[src/rtl/dmaq_pkg.sv]
package dmaq_pkg;

    typedef enum logic [2:0] {
        S_IDLE,
        S_LOAD,
        S_EVAL,
        S_RD_REQ,
        S_RD_WAIT,
        S_WR_REQ,
        S_WR_WAIT,
        S_DONE
    } xfer_state_t;

    localparam logic [1:0] SEL_SRC_ADDR = 2'd0;
    localparam logic [1:0] SEL_DST_ADDR = 2'd1;
    localparam logic [1:0] SEL_SRC_LEN  = 2'd2;
    localparam logic [1:0] SEL_DST_LEN  = 2'd3;

endpackage

[src/rtl/dmaq_cmd_fifo.sv]
module dmaq_cmd_fifo #(
    parameter int WIDTH = 8,
    parameter int DEPTH = 4
) (
    input  logic             clk,
    input  logic             rst_n,
    input  logic             push,
    input  logic [WIDTH-1:0] push_data,
    input  logic             pop,
    output logic [WIDTH-1:0] head,
    output logic             full,
    output logic             empty
);
    localparam int PTR_W = (DEPTH > 1) ? $clog2(DEPTH) : 1;
    localparam int CNT_W = $clog2(DEPTH + 1);
    localparam logic [PTR_W-1:0] LAST  = PTR_W'(DEPTH - 1);
    localparam logic [CNT_W-1:0] CAPAC = CNT_W'(DEPTH);

    logic [WIDTH-1:0] mem [DEPTH];
    logic [PTR_W-1:0] wptr, rptr;
    logic [CNT_W-1:0] count;
    logic             do_push, do_pop;

    assign full    = (count == CAPAC);
    assign empty   = (count == '0);
    assign do_push = push && !full;
    assign do_pop  = pop && !empty;
    assign head    = mem[rptr];

    always_ff @(posedge clk) begin
        if (!rst_n) begin
            wptr  <= '0;
            rptr  <= '0;
            count <= '0;
        end else begin
            if (do_push) begin
                wptr <= (wptr == LAST) ? '0 : wptr + 1'b1;
            end
            if (do_pop) begin
                rptr <= (rptr == LAST) ? '0 : rptr + 1'b1;
            end
            case ({do_push, do_pop})
                2'b10:   count <= count + 1'b1;
                2'b01:   count <= count - 1'b1;
                default: count <= count;
            endcase
        end
    end

    always_ff @(posedge clk) begin
        if (do_push) begin
            mem[wptr] <= push_data;
        end
    end

    // a push into a full queue leaves the occupancy untouched
    p_drop_keeps_r9: assert property (@(posedge clk) disable iff (!rst_n)
        (push && full && !pop) |=> (full && $stable(count)));

endmodule

[src/rtl/dmaq_chunk_sizer.sv]
module dmaq_chunk_sizer #(
    parameter int BYTE_W    = 29,
    parameter int CHUNK_MAX = 1024,
    parameter int CHUNK_W   = 11
) (
    input  logic [BYTE_W-1:0]  src_rem,
    input  logic [BYTE_W-1:0]  dst_rem,
    input  logic               use_dst,
    output logic [CHUNK_W-1:0] chunk
);
    localparam logic [BYTE_W-1:0]  CAP_B = BYTE_W'(CHUNK_MAX);
    localparam logic [CHUNK_W-1:0] CAP_C = CHUNK_W'(CHUNK_MAX);

    logic [CHUNK_W-1:0] src_c, dst_c;

    always_comb begin
        src_c = (src_rem < CAP_B) ? src_rem[CHUNK_W-1:0] : CAP_C;
        dst_c = (dst_rem < CAP_B) ? dst_rem[CHUNK_W-1:0] : CAP_C;
        if (use_dst && (dst_c < src_c)) begin
            chunk = dst_c;
        end else begin
            chunk = src_c;
        end
    end

endmodule

[src/rtl/dmaq_xfer_fsm.sv]
module dmaq_xfer_fsm
    import dmaq_pkg::*;
#(
    parameter int ADDR_W    = 32,
    parameter int BYTE_W    = 29,
    parameter int CHUNK_MAX = 1024,
    parameter int CHUNK_W   = 11
) (
    input  logic               clk,
    input  logic               rst_n,
    input  logic               q_empty,
    input  logic [ADDR_W-1:0]  h_src_addr,
    input  logic [ADDR_W-1:0]  h_dst_addr,
    input  logic [BYTE_W-1:0]  h_src_bytes,
    input  logic [BYTE_W-1:0]  h_dst_bytes,
    input  logic               loop_en,
    output logic               rd_req_valid,
    input  logic               rd_req_ready,
    output logic [ADDR_W-1:0]  rd_req_addr,
    output logic [CHUNK_W-1:0] rd_req_bytes,
    input  logic               rd_cpl,
    output logic               wr_req_valid,
    input  logic               wr_req_ready,
    output logic [ADDR_W-1:0]  wr_req_addr,
    output logic [CHUNK_W-1:0] wr_req_bytes,
    input  logic               wr_cpl,
    output logic               q_pop,
    output logic               done_pulse
);
    localparam logic [CHUNK_W-1:0] CAP_C = CHUNK_W'(CHUNK_MAX);

    xfer_state_t state, state_nx;

    logic [ADDR_W-1:0]  w_src_addr, w_dst_addr;
    logic [BYTE_W-1:0]  w_src_rem, w_dst_rem;
    logic               loop_q;
    logic [CHUNK_W-1:0] chunk_q, chunk_now;
    logic [BYTE_W-1:0]  chunk_ext;

    assign chunk_ext = BYTE_W'(chunk_q);

    dmaq_chunk_sizer #(
        .BYTE_W   (BYTE_W),
        .CHUNK_MAX(CHUNK_MAX),
        .CHUNK_W  (CHUNK_W)
    ) i_sizer (
        .src_rem(w_src_rem),
        .dst_rem(w_dst_rem),
        .use_dst(loop_q),
        .chunk  (chunk_now)
    );

    // state register
    always_ff @(posedge clk) begin
        if (!rst_n) begin
            state <= S_IDLE;
        end else begin
            state <= state_nx;
        end
    end

    // next state
    always_comb begin
        state_nx = state;
        unique case (state)
            S_IDLE:    if (!q_empty) state_nx = S_LOAD;
            S_LOAD:    state_nx = S_EVAL;
            S_EVAL:    state_nx = (chunk_now == '0) ? S_DONE : S_RD_REQ;
            S_RD_REQ:  if (rd_req_ready) state_nx = S_RD_WAIT;
            S_RD_WAIT: if (rd_cpl) state_nx = loop_q ? S_WR_REQ : S_EVAL;
            S_WR_REQ:  if (wr_req_ready) state_nx = S_WR_WAIT;
            S_WR_WAIT: if (wr_cpl) state_nx = S_EVAL;
            S_DONE:    state_nx = S_IDLE;
            default:   state_nx = S_IDLE;
        endcase
    end

    // outputs
    always_comb begin
        rd_req_valid = 1'b0;
        wr_req_valid = 1'b0;
        q_pop        = 1'b0;
        done_pulse   = 1'b0;
        unique case (state)
            S_RD_REQ: rd_req_valid = 1'b1;
            S_WR_REQ: wr_req_valid = 1'b1;
            S_DONE: begin
                q_pop      = 1'b1;
                done_pulse = 1'b1;
            end
            default: ;
        endcase
    end

    assign rd_req_addr  = w_src_addr;
    assign rd_req_bytes = chunk_q;
    assign wr_req_addr  = w_dst_addr;
    assign wr_req_bytes = chunk_q;

    // working registers of the active command
    always_ff @(posedge clk) begin
        if (!rst_n) begin
            w_src_addr <= '0;
            w_dst_addr <= '0;
            w_src_rem  <= '0;
            w_dst_rem  <= '0;
            loop_q     <= 1'b0;
            chunk_q    <= '0;
        end else begin
            if (state == S_LOAD) begin
                w_src_addr <= h_src_addr;
                w_dst_addr <= h_dst_addr;
                w_src_rem  <= h_src_bytes;
                w_dst_rem  <= h_dst_bytes;
                loop_q     <= loop_en;
            end
            if (state == S_EVAL) begin
                chunk_q <= chunk_now;
            end
            if (state == S_RD_WAIT && rd_cpl) begin
                w_src_addr <= w_src_addr + ADDR_W'(chunk_q);
                w_src_rem  <= w_src_rem - chunk_ext;
            end
            if (state == S_WR_WAIT && wr_cpl) begin
                w_dst_addr <= w_dst_addr + ADDR_W'(chunk_q);
                w_dst_rem  <= w_dst_rem - chunk_ext;
            end
        end
    end

    // read requests never carry an empty or oversized chunk
    p_chunk_bound_r3: assert property (@(posedge clk) disable iff (!rst_n)
        rd_req_valid |-> (rd_req_bytes != '0 && rd_req_bytes <= CAP_C));

    // a stalled read request holds its payload
    p_rd_hold_r11: assert property (@(posedge clk) disable iff (!rst_n)
        (rd_req_valid && !rd_req_ready) |=>
            (rd_req_valid && $stable(rd_req_addr) && $stable(rd_req_bytes)));

    // a stalled write request holds its payload
    p_wr_hold_r11: assert property (@(posedge clk) disable iff (!rst_n)
        (wr_req_valid && !wr_req_ready) |=>
            (wr_req_valid && $stable(wr_req_addr) && $stable(wr_req_bytes)));

    // completion is a single-cycle pulse
    p_done_once_r6: assert property (@(posedge clk) disable iff (!rst_n)
        done_pulse |=> !done_pulse);

endmodule

[src/rtl/dmaq_engine.sv]
module dmaq_engine
    import dmaq_pkg::*;
#(
    parameter int WORD_W    = 32,
    parameter int LEN_W     = 27,
    parameter int DEPTH     = 4,
    parameter int CHUNK_MAX = 1024,
    parameter int CNT_W     = 2
) (
    input  logic                           clk,
    input  logic                           rst_n,
    input  logic                           cfg_we,
    input  logic [1:0]                     cfg_sel,
    input  logic [WORD_W-1:0]              cfg_data,
    input  logic                           loop_en,
    output logic                           rd_req_valid,
    input  logic                           rd_req_ready,
    output logic [WORD_W-1:0]              rd_req_addr,
    output logic [$clog2(CHUNK_MAX):0]     rd_req_bytes,
    input  logic                           rd_cpl,
    output logic                           wr_req_valid,
    input  logic                           wr_req_ready,
    output logic [WORD_W-1:0]              wr_req_addr,
    output logic [$clog2(CHUNK_MAX):0]     wr_req_bytes,
    input  logic                           wr_cpl,
    output logic                           done_o,
    output logic                           part_done_o,
    output logic                           ovf_o,
    output logic [WORD_W-1:0]              status_o
);
    localparam int BYTE_W  = LEN_W + 2;
    localparam int CHUNK_W = $clog2(CHUNK_MAX) + 1;
    localparam int ENT_W   = 2 * WORD_W + 2 * BYTE_W;
    localparam int PAD_W   = WORD_W - 2 - CNT_W;
    localparam logic [CNT_W-1:0] CNT_TOP = {CNT_W{1'b1}};

    logic [WORD_W-1:0] src_addr_r, dst_addr_r;
    logic [LEN_W-1:0]  src_len_r;
    logic [ENT_W-1:0]  ent_in, ent_head;
    logic              enq, q_pop, q_full, q_empty, done_pulse;
    logic [CNT_W-1:0]  done_cnt;
    logic              ovf_q;

    logic [WORD_W-1:0] h_src_addr, h_dst_addr;
    logic [BYTE_W-1:0] h_src_bytes, h_dst_bytes;

    assign enq = cfg_we && (cfg_sel == SEL_DST_LEN);

    // parameter registers; addresses are aligned when written
    always_ff @(posedge clk) begin
        if (!rst_n) begin
            src_addr_r <= '0;
            dst_addr_r <= '0;
            src_len_r  <= '0;
        end else if (cfg_we) begin
            unique case (cfg_sel)
                SEL_SRC_ADDR: src_addr_r <= {cfg_data[WORD_W-1:2], 2'b00};
                SEL_DST_ADDR: dst_addr_r <= {cfg_data[WORD_W-1:2], 2'b00};
                SEL_SRC_LEN:  src_len_r  <= cfg_data[LEN_W-1:0];
                default: ;
            endcase
        end
    end

    assign ent_in = {src_addr_r, dst_addr_r,
                     src_len_r, 2'b00, cfg_data[LEN_W-1:0], 2'b00};
    assign {h_src_addr, h_dst_addr, h_src_bytes, h_dst_bytes} = ent_head;

    dmaq_cmd_fifo #(
        .WIDTH(ENT_W),
        .DEPTH(DEPTH)
    ) i_fifo (
        .clk      (clk),
        .rst_n    (rst_n),
        .push     (enq),
        .push_data(ent_in),
        .pop      (q_pop),
        .head     (ent_head),
        .full     (q_full),
        .empty    (q_empty)
    );

    dmaq_xfer_fsm #(
        .ADDR_W   (WORD_W),
        .BYTE_W   (BYTE_W),
        .CHUNK_MAX(CHUNK_MAX),
        .CHUNK_W  (CHUNK_W)
    ) i_fsm (
        .clk         (clk),
        .rst_n       (rst_n),
        .q_empty     (q_empty),
        .h_src_addr  (h_src_addr),
        .h_dst_addr  (h_dst_addr),
        .h_src_bytes (h_src_bytes),
        .h_dst_bytes (h_dst_bytes),
        .loop_en     (loop_en),
        .rd_req_valid(rd_req_valid),
        .rd_req_ready(rd_req_ready),
        .rd_req_addr (rd_req_addr),
        .rd_req_bytes(rd_req_bytes),
        .rd_cpl      (rd_cpl),
        .wr_req_valid(wr_req_valid),
        .wr_req_ready(wr_req_ready),
        .wr_req_addr (wr_req_addr),
        .wr_req_bytes(wr_req_bytes),
        .wr_cpl      (wr_cpl),
        .q_pop       (q_pop),
        .done_pulse  (done_pulse)
    );

    always_ff @(posedge clk) begin
        if (!rst_n) begin
            done_cnt <= '0;
            ovf_q    <= 1'b0;
        end else begin
            ovf_q <= enq && q_full;
            if (done_pulse && done_cnt != CNT_TOP) begin
                done_cnt <= done_cnt + 1'b1;
            end
        end
    end

    assign done_o      = done_pulse;
    assign part_done_o = done_pulse;
    assign ovf_o       = ovf_q;
    assign status_o    = {q_full, q_empty, done_cnt, {PAD_W{1'b0}}};

    // the queue is never reported both full and empty
    p_flags_excl_r8: assert property (@(posedge clk) disable iff (!rst_n)
        !(status_o[WORD_W-1] && status_o[WORD_W-2]));

    // the done counter holds once saturated
    p_cnt_sat_r10: assert property (@(posedge clk) disable iff (!rst_n)
        (done_cnt == CNT_TOP) |=> (done_cnt == CNT_TOP));

endmodule

[config.mk]
export PLATFORM = sky130hd
export DESIGN_NAME = dmaq_engine
export DESIGN_NICKNAME = d
export VERILOG_FILES = /design/src/rtl/dmaq_pkg.sv /design/src/rtl/dmaq_cmd_fifo.sv /design/src/rtl/dmaq_chunk_sizer.sv /design/src/rtl/dmaq_xfer_fsm.sv /design/src/rtl/dmaq_engine.sv
export SDC_FILE = /design/constraint.sdc
export NUM_CORES = 1
export LEC_CHECK = 0
export BUFFER_PORTS_ARGS = -buffer_cell sky130_fd_sc_hd__buf_2
export CAP_MARGIN = 20
export CORE_MARGIN = 2
export CORE_UTILIZATION = 45
export DETAILED_ROUTE_END_ITERATION = 8
export GPL_TIMING_DRIVEN = 0
export PLACE_DENSITY = 0.67
export SLEW_MARGIN = 20
export SYNTH_ARGS = -nofsm -noshare
export SYNTH_HDL_FRONTEND = slang
export SYNTH_HIERARCHICAL = 1
export SYNTH_SLANG_ARGS = --single-unit
[constraint.sdc]
create_clock -name clk -period 12.6 [get_ports clk]
set_clock_uncertainty 0.2 [all_clocks]
set_input_delay 0.63 -clock clk [delete_from_list [all_inputs] [get_ports clk]]
set_output_delay 0.63 -clock clk [all_outputs]
set_load 0.05 [all_outputs]
# After elaboration in Yosys (flattened, before gate mapping)
# Memories as Yosys holds them, arrays and structs flattened. A register that Yosys moved wholly into a read port is not among the register bits.
# Cells that the tools add are included.
classes:
  n_div: 0
  n_bitwise: 0
  magnitude_cmp: 3
  n_mux: 29
  multipliers: 0
  add_sub_neg: 9
  reduce_logical: 21
  eq_ne: 21
  shift: 0
op_table:
  columns: ["operator", "n"]
  rows:
  - ["two-way mux 32 bit", 4]
  - ["two-way mux 29 bit", 4]
  - ["adder 32 x 11 -> 32 bit", 2]
  - ["< comparator 29 x 11 -> 1 bit (second input constant)", 2]
  - ["subtractor 29 x 11 -> 29 bit", 2]
  - ["two-way mux 11 bit", 3]
  - ["case mux 3 bit (8 select lines)", 1]
  - ["two-way mux 3 bit", 7]
  - ["equality test 3 bit (second input constant)", 5]
  - ["!= test 2 bit (second input constant)", 6]
  - ["zero test 11 bit", 1]
  - ["< comparator 11 bit", 1]
  - ["equality test 2 bit (second input constant)", 5]
  - ["logical AND 1 bit", 8]
  - ["two-way mux 2 bit", 4]
  - ["adder 2 x 1 -> 2 bit (second input constant)", 3]
  - ["equality test 3 x 2 -> 1 bit (second input constant)", 2]
  - ["zero test 3 bit", 2]
  - ["case mux 3 bit (2 select lines)", 1]
  - ["AND reduction 2 bit", 3]
  - ["nonzero test 2 bit", 3]
  - ["two-way mux 1 bit", 5]
  - ["AND reduction 5 bit", 1]
  - ["equality test 2 x 1 -> 1 bit (second input constant)", 2]
  - ["5 further kinds", 6]
word_totals:
  output_inout_bits: 123
  ramBits: 456
  romBits: 0
  memories: 1
  elab_cells: 99
  latch_bits: 0
  regBits: 234
mem_list:
  columns: ["memory", "depth", "word_bits", "rd", "rd_ports_with_merged_regs", "write_ports", "line", "rtl"]
  rows:
  - ["i_fifo.mem", 4, 114, 1, 1, 1, "dmaq_cmd_fifo.sv:19", "logic [WIDTH-1:0] mem [DEPTH];"]

# Depth between registers and ports, before layout
# Gate-level depths: netlist of the first run.
depth:
  depth_word: 8
  mapped_depth: 16
  ltp_nobuf: 14

# By module
# The synthesis of the first run kept the hierarchy.
modules_own_cells:
  columns: ["mod", "cells_each", "area_each_um2", "instances"]
  rows:
  - ["dmaq_cmd_fifo", 694, 18123.6, 1]
  - ["dmaq_xfer_fsm", 1202, 9097.5, 1]
  - ["dmaq_engine", 371, 3284.4, 1]
  - ["dmaq_chunk_sizer", 83, 630.6, 1]

# Worst setup path before layout of the first run
# No wires, ideal clock.
synth_path:
  path_kind: "input-to-reg"
  from: "input port cfg_we"
  to: "memory i_fifo/mem[0][0] (netlist name), enable pin"
  required_ns: 11.905
  path_stages: 4
  t_arrival_ns: 3.971
  setup_slack_ns: 7.934
  setup_ns: 0.495
  path_cell_list: "and3_1 -> nor2b_1 -> clkbuf_1 -> and2_1"
synth_via:
  elab_chain_len: 4
synth_rtl:
  columns: ["item", "line", "rtl"]
  rows:
  - ["start, declared", "dmaq_engine.sv:12", "input logic cfg_we,"]
  - ["logical AND 1 bit", "dmaq_engine.sv:47", "assign enq = cfg_we && (cfg_sel == SEL_DST_LEN);"]
  - ["logical AND 1 bit", "dmaq_cmd_fifo.sv:26", "assign do_push = push && !full;"]
  - ["two-way mux 1 bit", "dmaq_cmd_fifo.sv:51", "if (do_push) begin"]
  - ["two-way mux 1 bit (implied by the code)", "dmaq_cmd_fifo.sv:52", "mem[wptr] <= push_data;"]
  - ["end, declared", "dmaq_cmd_fifo.sv:19", null]
# No other way between the ends.

# Worst setup path after layout of the first run
layout_path:
  from: "register i_fsm.w_dst_rem[16]"
  to: "register i_fsm.state[2]"
layout_via:
  elab_chain_len: 8
layout_rtl:
  columns: ["item", "line", "rtl"]
  rows:
  - ["start, declared", "dmaq_xfer_fsm.sv:35", "logic [BYTE_W-1:0] w_src_rem, w_dst_rem;"]
  - ["start signal, assigned", "dmaq_xfer_fsm.sv:114", "w_dst_rem <= h_dst_bytes;"]
  - ["start signal, assigned", "dmaq_xfer_fsm.sv:126", "w_dst_rem <= w_dst_rem - chunk_ext;"]
  - ["< comparator 29 x 11 -> 1 bit *", "dmaq_chunk_sizer.sv:18", "dst_c = (dst_rem < CAP_B) ? dst_rem[CHUNK_W-1:0] : CAP_C;"]
  - ["two-way mux 11 bit *", "dmaq_chunk_sizer.sv:18", null]
  - ["< comparator 11 bit", "dmaq_chunk_sizer.sv:19", "if (use_dst && (dst_c < src_c)) begin"]
  - ["logical AND 1 bit", "dmaq_chunk_sizer.sv:19", null]
  - ["two-way mux 11 bit *", "dmaq_chunk_sizer.sv:19", null]
  - ["named net i_fsm.chunk_now[1]", "dmaq_xfer_fsm.sv:37", "logic [CHUNK_W-1:0] chunk_q, chunk_now;"]
  - ["zero test 11 bit *", "dmaq_xfer_fsm.sv:68", "S_EVAL: state_nx = (chunk_now == '0) ? S_DONE : S_RD_REQ;"]
  - ["two-way mux 3 bit *", "dmaq_xfer_fsm.sv:68", null]
  - ["case mux 3 bit (8 select lines) *", "dmaq_xfer_fsm.sv:65", "unique case (state)"]
  - ["end signal, assigned", "dmaq_xfer_fsm.sv:58", "state <= state_nx;"]
  - ["end, declared", "dmaq_xfer_fsm.sv:32", "xfer_state_t state, state_nx;"]
# The timed path passes the listed nets; every way through them passes the cells marked *.
# A chain may end at the register's enable or synchronous reset.

==> impl_metrics.ini, run 1 <==
[finish]
design.final.nets = 2740
final_core_util_pct = 52.5
drive_gt1_share_pct = 19.0
layout.cells.non_filler = 3628
final_common_cell = sky130_fd_sc_hd__edfxtp_1
area_delta_synth_final_pct = 15.5
layout_common_cells = sky130_fd_sc_hd__edfxtp_1, sky130_fd_sc_hd__dfxtp_1, sky130_fd_sc_hd__nand2_1

[hold_path]
hold_start = cfg_data[12]
whs_path_depth = 1
worst_hold_path_type = input port to flop
hold-path-endpoint = i_fifo/mem[1][14]

[die]
die_area_um2 = 71300
io_pins = 165
floorplan.die.width_um = 267
die_y_um = 267
placementRows = 96
coreArea_um2 = 68600
initial_utilization_pct = 45.4

[timing]
rsz0062_at_grt = no
setup_viol = 0
clock.fmax_mhz = 220
finalCriticalPeriod_ps = 4540
final_layout_worst_hold_slack_ps = 33.5
timing_hold_violations_final = 0
finalSetupTns_ps = 0
post-route-period-util_pct = 36.0
max_transition_margin_pct = 23.9
final-max-slew-violation-count = 0
tightestPinTransition_ps = 1140

[routing]
final_antenna_net_count = 0
detail_route.drc_violations = 0
detailroute.via_count = 21771
wire_per_inst_um = 27.0
viasPerCell = 6.00
detailedRoute.firstPassIterationCount = 6
dr.first_iter.drc_count = 2610
route.final.wire_length_um = 98000

[setup_path]
critPathCaptureType = flop
worstPathMaxFanout = 10
critPathLaunchType = flop
r2r_setup_slack_ps = 8060
timing.critical_path.slowest_cell_delay_ps = 520
crit_path_cell_trace = nor4_1, and4_1, nor4b_4, buf_6, and2_4, ha_1, a21oi_1, o221ai_1, a21oi_2, o21ai_2, a32o_1, nor4_1, nand4_1, nand2_1, o221a_2
reg2reg_from = i_fsm/w_dst_rem[16]
rr_endpoint = i_fsm/state[2]
critical_path.slowest_cell = sky130_fd_sc_hd__nor4_1
critPathKind = flop to flop
critical_path.most_common_cell = sky130_fd_sc_hd__nor4_1
worst_r2r_path_depth = 15
crit_arrival_ps = 4920
critical_path_required_ps = 12980

[grt]
antenna_found_initial = 5
global_route_wire_length_before_repair_um = 142000
via_count_of_the_first_global_routing_pass = 21038
groute.usage.overall_pct = 27.6
global_route.overflow_total = 0
grt_start_max_net_pins = 45

[clocking]
h-tree-depth = 3
cts_repair_resize_count = 0
clock_insertion_delay_worst_skew_ps = 640
cts_hold_buf = 0
tritoncts = yes
clock_tree.buffer_depth = 3
root_buffer = sky130_fd_sc_hd__clkbuf_16
worst_setup_hold_path_clk_slew_ps = 70
post_cts_buffers = 0
number_of_cts_inserted_buffers = 75
clock_sink_count = 724

[synthesis]
yosys_warnings = 6
ys_ff_latch = 724
ys_async_sr_fraction_pct = 0
synth_area_leaders = sky130_fd_sc_hd__edfxtp_1, sky130_fd_sc_hd__dfxtp_1, sky130_fd_sc_hd__mux4_2
ys_seq_area_share_pct = 62.2
yosysTopAreaCell = sky130_fd_sc_hd__edfxtp_1
edff_count_synth = 488
postSynthAreaPerCell_um2 = 13.2
mappedNetlistArea_um2 = 31100
synth.top_cell.area_share_pct = 47.1
syn_inst = 2350
postSynth.topFlopCell = sky130_fd_sc_hd__edfxtp_1
synth.distinct_cells = 87

[outcome]
status = finished, final reports clean

[place]
placed_cells = 3486
detailed_place_hpwl_um = 70400
gp_congestion = 0.970
place.port_buffers = 136

[run]
drv_cap = 0

[pwr]
peakVddDrop_uv = 95.3
powerDensity_nw_per_um2 = 186
cellLeakagePower_uw = 0.0126
post_layout_total_power_uw = 6690
## cell families after synthesis
kind of cell / Yosys count / share of synthesized area, %
multiplexers: 145 / 9.60
other: 1 / 0.0120
AO/OA/AOI/OAI: 473 / 9.84
flip-flops: 724 / 62.2
buffers and inverters: 216 / 3.73
AND/OR/NAND/NOR: 688 / 10.8
XOR/XNOR: 37 / 1.04
adder cells (fa/ha/maj): 66 / 2.77
## metal layers
layer | GRT usage (%) | routed length (um)
met2 | 43.7 | 45700
met3 | 6.09 | 9310
met4 | 10.2 | 3430
met5 | 0 | 39
met1 | 37.4 | 39600
## area by class of cell
class / count / area, um2
plain buffers: 180 / 1020
inverters: 36 / 135
fillers: 5789 / 32600
diodes: 2 / 5.00
multi-input cells: 1469 / 10800
clock inverters: 32 / 348
well taps: 931 / 1160
clock buffers: 108 / 2140
flip-flops and latches: 724 / 19400
repair buffers: 146 / 926
## worst max-delay path: cells and delay by family, from the launching register on
family / cells / cell delay, ps
adders and majority gates: 1 / 260
DFF: 1 / 360
AOI/OAI and AO/OA: 6 / 1330
buffers and inverters: 1 / 200
and+or+nand+nor: 7 / 2130
## state kept, by name, indices dropped and copies added (netlist names), named ones only
register            cells
i_fifo/count            3
i_fsm/w_src_rem        29
ovf_o                   1
i_fifo/mem            488
done_cnt                2
i_fsm/loop_q            1
i_fifo/rptr             2
src_addr_r             30
i_fsm/rd_req_bytes     11
i_fsm/state             3
i_fifo/wptr             2
i_fsm/w_dst_rem        29
src_len_r              27
dst_addr_r             30
i_fsm/wr_req_addr      32
i_fsm/rd_req_addr      32
## power breakdown
part           internal (uW)  switching [uW]
clock network           1270             961
registers               2650             160
logic                    507            1140
## worst max-delay path by stage
| stage | startpoint | to | slack [ps] | depth (start not counted) |
|---|---|---|---|---|
| 2_1_floorplan | cfg_we | i_fifo/mem[0][0] | 7930 | 4 |
| 3_3_place_gp | cfg_we | i_fifo/mem[0][24] | 5370 | 5 |
| 3_5_place_dp | i_fsm/w_dst_rem[16] | i_fsm/state[2] | 8100 | 15 |
| 4_1_cts | i_fsm/w_dst_rem[16] | i_fsm/state[2] | 8080 | 15 |
| 5_1_grt | i_fsm/w_dst_rem[16] | i_fsm/state[2] | 7870 | 15 |
| 6_report | i_fsm/w_dst_rem[16] | i_fsm/state[2] | 8060 | 15 |
## Yosys cell counts, types with 12 or more instances
library cell and n:
sky130_fd_sc_hd__nor3_1 30, sky130_fd_sc_hd__a21oi_1 97, sky130_fd_sc_hd__ha_1 61, sky130_fd_sc_hd__edfxtp_1 488
sky130_fd_sc_hd__o21ai_0 113, sky130_fd_sc_hd__a211oi_1 22, sky130_fd_sc_hd__a31oi_1 22, sky130_fd_sc_hd__xor2_1 20
sky130_fd_sc_hd__and3_1 29, sky130_fd_sc_hd__o21a_1 26, sky130_fd_sc_hd__nand4_1 16, sky130_fd_sc_hd__nor4_1 17
sky130_fd_sc_hd__a221oi_1 12, sky130_fd_sc_hd__nand3_1 138, sky130_fd_sc_hd__a311oi_1 22, sky130_fd_sc_hd__inv_1 36
sky130_fd_sc_hd__xnor2_1 17, sky130_fd_sc_hd__buf_4 44, sky130_fd_sc_hd__o211ai_1 21, sky130_fd_sc_hd__buf_1 14
sky130_fd_sc_hd__buf_2 17, sky130_fd_sc_hd__mux4_2 122, sky130_fd_sc_hd__a21o_1 14, sky130_fd_sc_hd__nor2_1 124
sky130_fd_sc_hd__clkbuf_1 87, sky130_fd_sc_hd__or3_1 14, sky130_fd_sc_hd__a22oi_1 12, sky130_fd_sc_hd__mux2i_1 15
sky130_fd_sc_hd__dfxtp_1 236, sky130_fd_sc_hd__nand2_1 231, sky130_fd_sc_hd__o21ai_1 31
## stage by stage
step	setup WS (ps)	instance area (um2)
after floorplan	7930	31400
after global placement	5370	33200
after detailed placement	8100	33500
after CTS	8080	36000
after global routing	7870	36000
final	8060	36000
Note: power is estimated with default switching activity, not from simulation.
==> inputs of run 2 (changes only) <==
--- a/config.mk
+++ b/config.mk
@@ -11,7 +11,7 @@
 export CORE_UTILIZATION = 45
 export DETAILED_ROUTE_END_ITERATION = 8
 export GPL_TIMING_DRIVEN = 0
-export PLACE_DENSITY = 0.67
+export PLACE_DENSITY = 0.69
 export SLEW_MARGIN = 20
 export SYNTH_ARGS = -nofsm -noshare
 export SYNTH_HDL_FRONTEND = slang
==> constraint.sdc (replaced) <==
create_clock -name clk -period 3.65 [get_ports clk]
set_clock_uncertainty 0.2 [all_clocks]
set_input_delay 0.1825 -clock clk [delete_from_list [all_inputs] [get_ports clk]]
set_output_delay 0.1825 -clock clk [all_outputs]
set_load 0.05 [all_outputs]
==> run 2 against run 1 <==
Effect of this change: maximum frequency is 14% higher; highest routed layer unchanged; hold slack improved by 60 ps; combinational power grew to 3.9 times the previous value; via count is 1.4% higher; total power rose to 3.6 times the previous value; non-clock buffer count up 60; the run now ends with setup timing left; critical endpoint unchanged; core utilization increased by 1.5 points.
==> impl_metrics.ini, run 2 (synthesis gave the netlist of run 1 again) <==
[setup_path]
worstPathMaxFanout = 7
crit_arrival_ps = 4330
critPathLaunchType = flop
critPathKind = flop to flop
critical_path_required_ps = 4000
critPathCaptureType = flop

[die]
die_area_um2 = 71300
floorplan.die.width_um = 267
io_pins = 165
placementRows = 96
coreArea_um2 = 68600
initial_utilization_pct = 45.4
die_y_um = 267

[clocking]
worst_setup_hold_path_clk_slew_ps = 60
clock_tree.buffer_depth = 3
number_of_cts_inserted_buffers = 75
h-tree-depth = 3
tritoncts = yes
clock_insertion_delay_worst_skew_ps = 640
clock_sink_count = 724
root_buffer = sky130_fd_sc_hd__clkbuf_16

[routing]
viasPerCell = 5.99
detailedRoute.firstPassIterationCount = 6
detail_route.drc_violations = 0
route.final.wire_length_um = 97900
detailroute.via_count = 22074
final_antenna_net_count = 0
dr.first_iter.drc_count = 2467
wire_per_inst_um = 26.6

[timing]
clock.fmax_mhz = 251
finalWorstSetupSlack_ps = -331
setup_viol = 1
max_transition_margin_pct = 17.6
final_layout_worst_hold_slack_ps = 93.3
rsz0062_at_grt = yes
final-max-slew-violation-count = 0
tightestPinTransition_ps = 1240
finalCriticalPeriod_ps = 3980
timing_hold_violations_final = 0
post-route-period-util_pct = 109

[finish]
layout.cells.non_filler = 3686
largest_register = i_fifo/mem
diodes = 0
nFillCells = 5576
layout_common_cells = sky130_fd_sc_hd__edfxtp_1, sky130_fd_sc_hd__nand2_1, sky130_fd_sc_hd__dfxtp_1
area_delta_synth_final_pct = 18.9
final_common_cell = sky130_fd_sc_hd__edfxtp_1
final_core_util_pct = 54.0
largest_register_ffs = 488
drive_gt1_share_pct = 21.0
design.final.nets = 2801

[hold_path]
worst_hold_path_type = input port to flop

[place]
detailed_place_hpwl_um = 69700
gp_congestion = 0.976
place.port_buffers = 136
dpl_worst_slack_ps = -762
placed_cells = 3489

[grt]
global_route_wire_length_before_repair_um = 141000
grt_start_max_net_pins = 45
global_route.overflow_total = 0
antenna_found_initial = 1
via_count_of_the_first_global_routing_pass = 21136
groute.usage.overall_pct = 27.4

[pwr]
powerDensity_nw_per_um2 = 653
cellLeakagePower_uw = 0.0130
peakVddDrop_uv = 344

[outcome]
failing_checks = setup timing
status = complete, but fails checks

[run]
drv_cap = 0
[run 2: changes by cell type in the layout (fill, tap and decap cells not counted), moves of 7 or more]
cell,previous run,this run
sky130_fd_sc_hd__buf_4,44,62
sky130_fd_sc_hd__clkbuf_1,109,102
sky130_fd_sc_hd__dfxtp_1,236,224
sky130_fd_sc_hd__dfxtp_2,0,7
sky130_fd_sc_hd__dlygate4sd3_1,0,39
sky130_fd_sc_hd__ha_1,61,52
sky130_fd_sc_hd__ha_4,0,8
sky130_fd_sc_hd__nor4_1,17,10
[run 2: where the power goes]
part	internal, uW	switching, uW	leakage, uW	total [uW]
logic	2210	4150	0.00530	6360
registers	9170	569	0.00647	9740
clock network	4810	3270	0.00127	8080
total	16200	7990	0.0130	24200
[run 2: worst max-delay path: stages (launching register included)]
cell	delay (ps)
sky130_fd_sc_hd__dfxtp_4	360
sky130_fd_sc_hd__nor4_4	280
sky130_fd_sc_hd__and4_4	270
sky130_fd_sc_hd__nor4b_4	340
sky130_fd_sc_hd__buf_4	210
sky130_fd_sc_hd__buf_6	100
sky130_fd_sc_hd__and2_4	150
sky130_fd_sc_hd__ha_4	120
sky130_fd_sc_hd__and4_4	240
sky130_fd_sc_hd__nand4_1	200
sky130_fd_sc_hd__o21a_4	300
sky130_fd_sc_hd__a32o_2	250
sky130_fd_sc_hd__nor4_4	330
sky130_fd_sc_hd__nand4_1	240
sky130_fd_sc_hd__nand2_1	140
sky130_fd_sc_hd__o221a_2	190
[run 2: timing repair]
item	CTS	global route
pin swaps	16	16
hold endpoints to repair	207	0
setup endpoints to repair	12	13
buffers inserted	12	7
resized for setup	49	21
hold buffers	39	0
gates cloned	2	0
[run 2: routing by layer]
| metal | track usage, % | vias up | share of wire (%) |
|---|---|---|---|
| met5 | 0 | - | 0.033 |
| met4 | 12.0 | 4 | 4.4 |
| met3 | 5.43 | 209 | 9.2 |
| met2 | 43.0 | 1141 | 46 |
| met1 | 37.1 | 11069 | 40 |
| li1 | - | 9651 | - |
[run 2: cell type report]
cell class	instances	area, um2	area share (%)
sequential	724	19400	52.4
multi-input combinational	1470	11100	30.1
clock buffer	107	2160	5.83
timing repair buffer	208	1520	4.10
tap	931	1160	3.15
buffer	178	1020	2.76
clock inverter	32	473	1.28
inverter	36	135	0.365
[run 2: final timing paths]
path                             start                    to  slack (ps)  cells past startpoint
setup / recovery   i_fsm/w_dst_rem[20]        i_fsm/state[2]        -330                     15
hold / removal            wr_req_ready        i_fsm/state[1]          90                      4
setup reg to reg   i_fsm/w_dst_rem[20]        i_fsm/state[2]        -330                     15
hold reg to reg   i_fsm/rd_req_addr[0]  i_fsm/rd_req_addr[0]         280                      2
[run 2: stage by stage]
stage | cell area, um2 | TNS [ps] | total power [uW]
detailed placement | 33500 | -1820 | 15400
floorplan | 31400 | 0 | 13500
finish | 37000 | -331 | 24200
global placement | 33200 | -328680 | 15300
CTS | 36800 | -200 | 23800
global route | 37000 | -543 | 25000
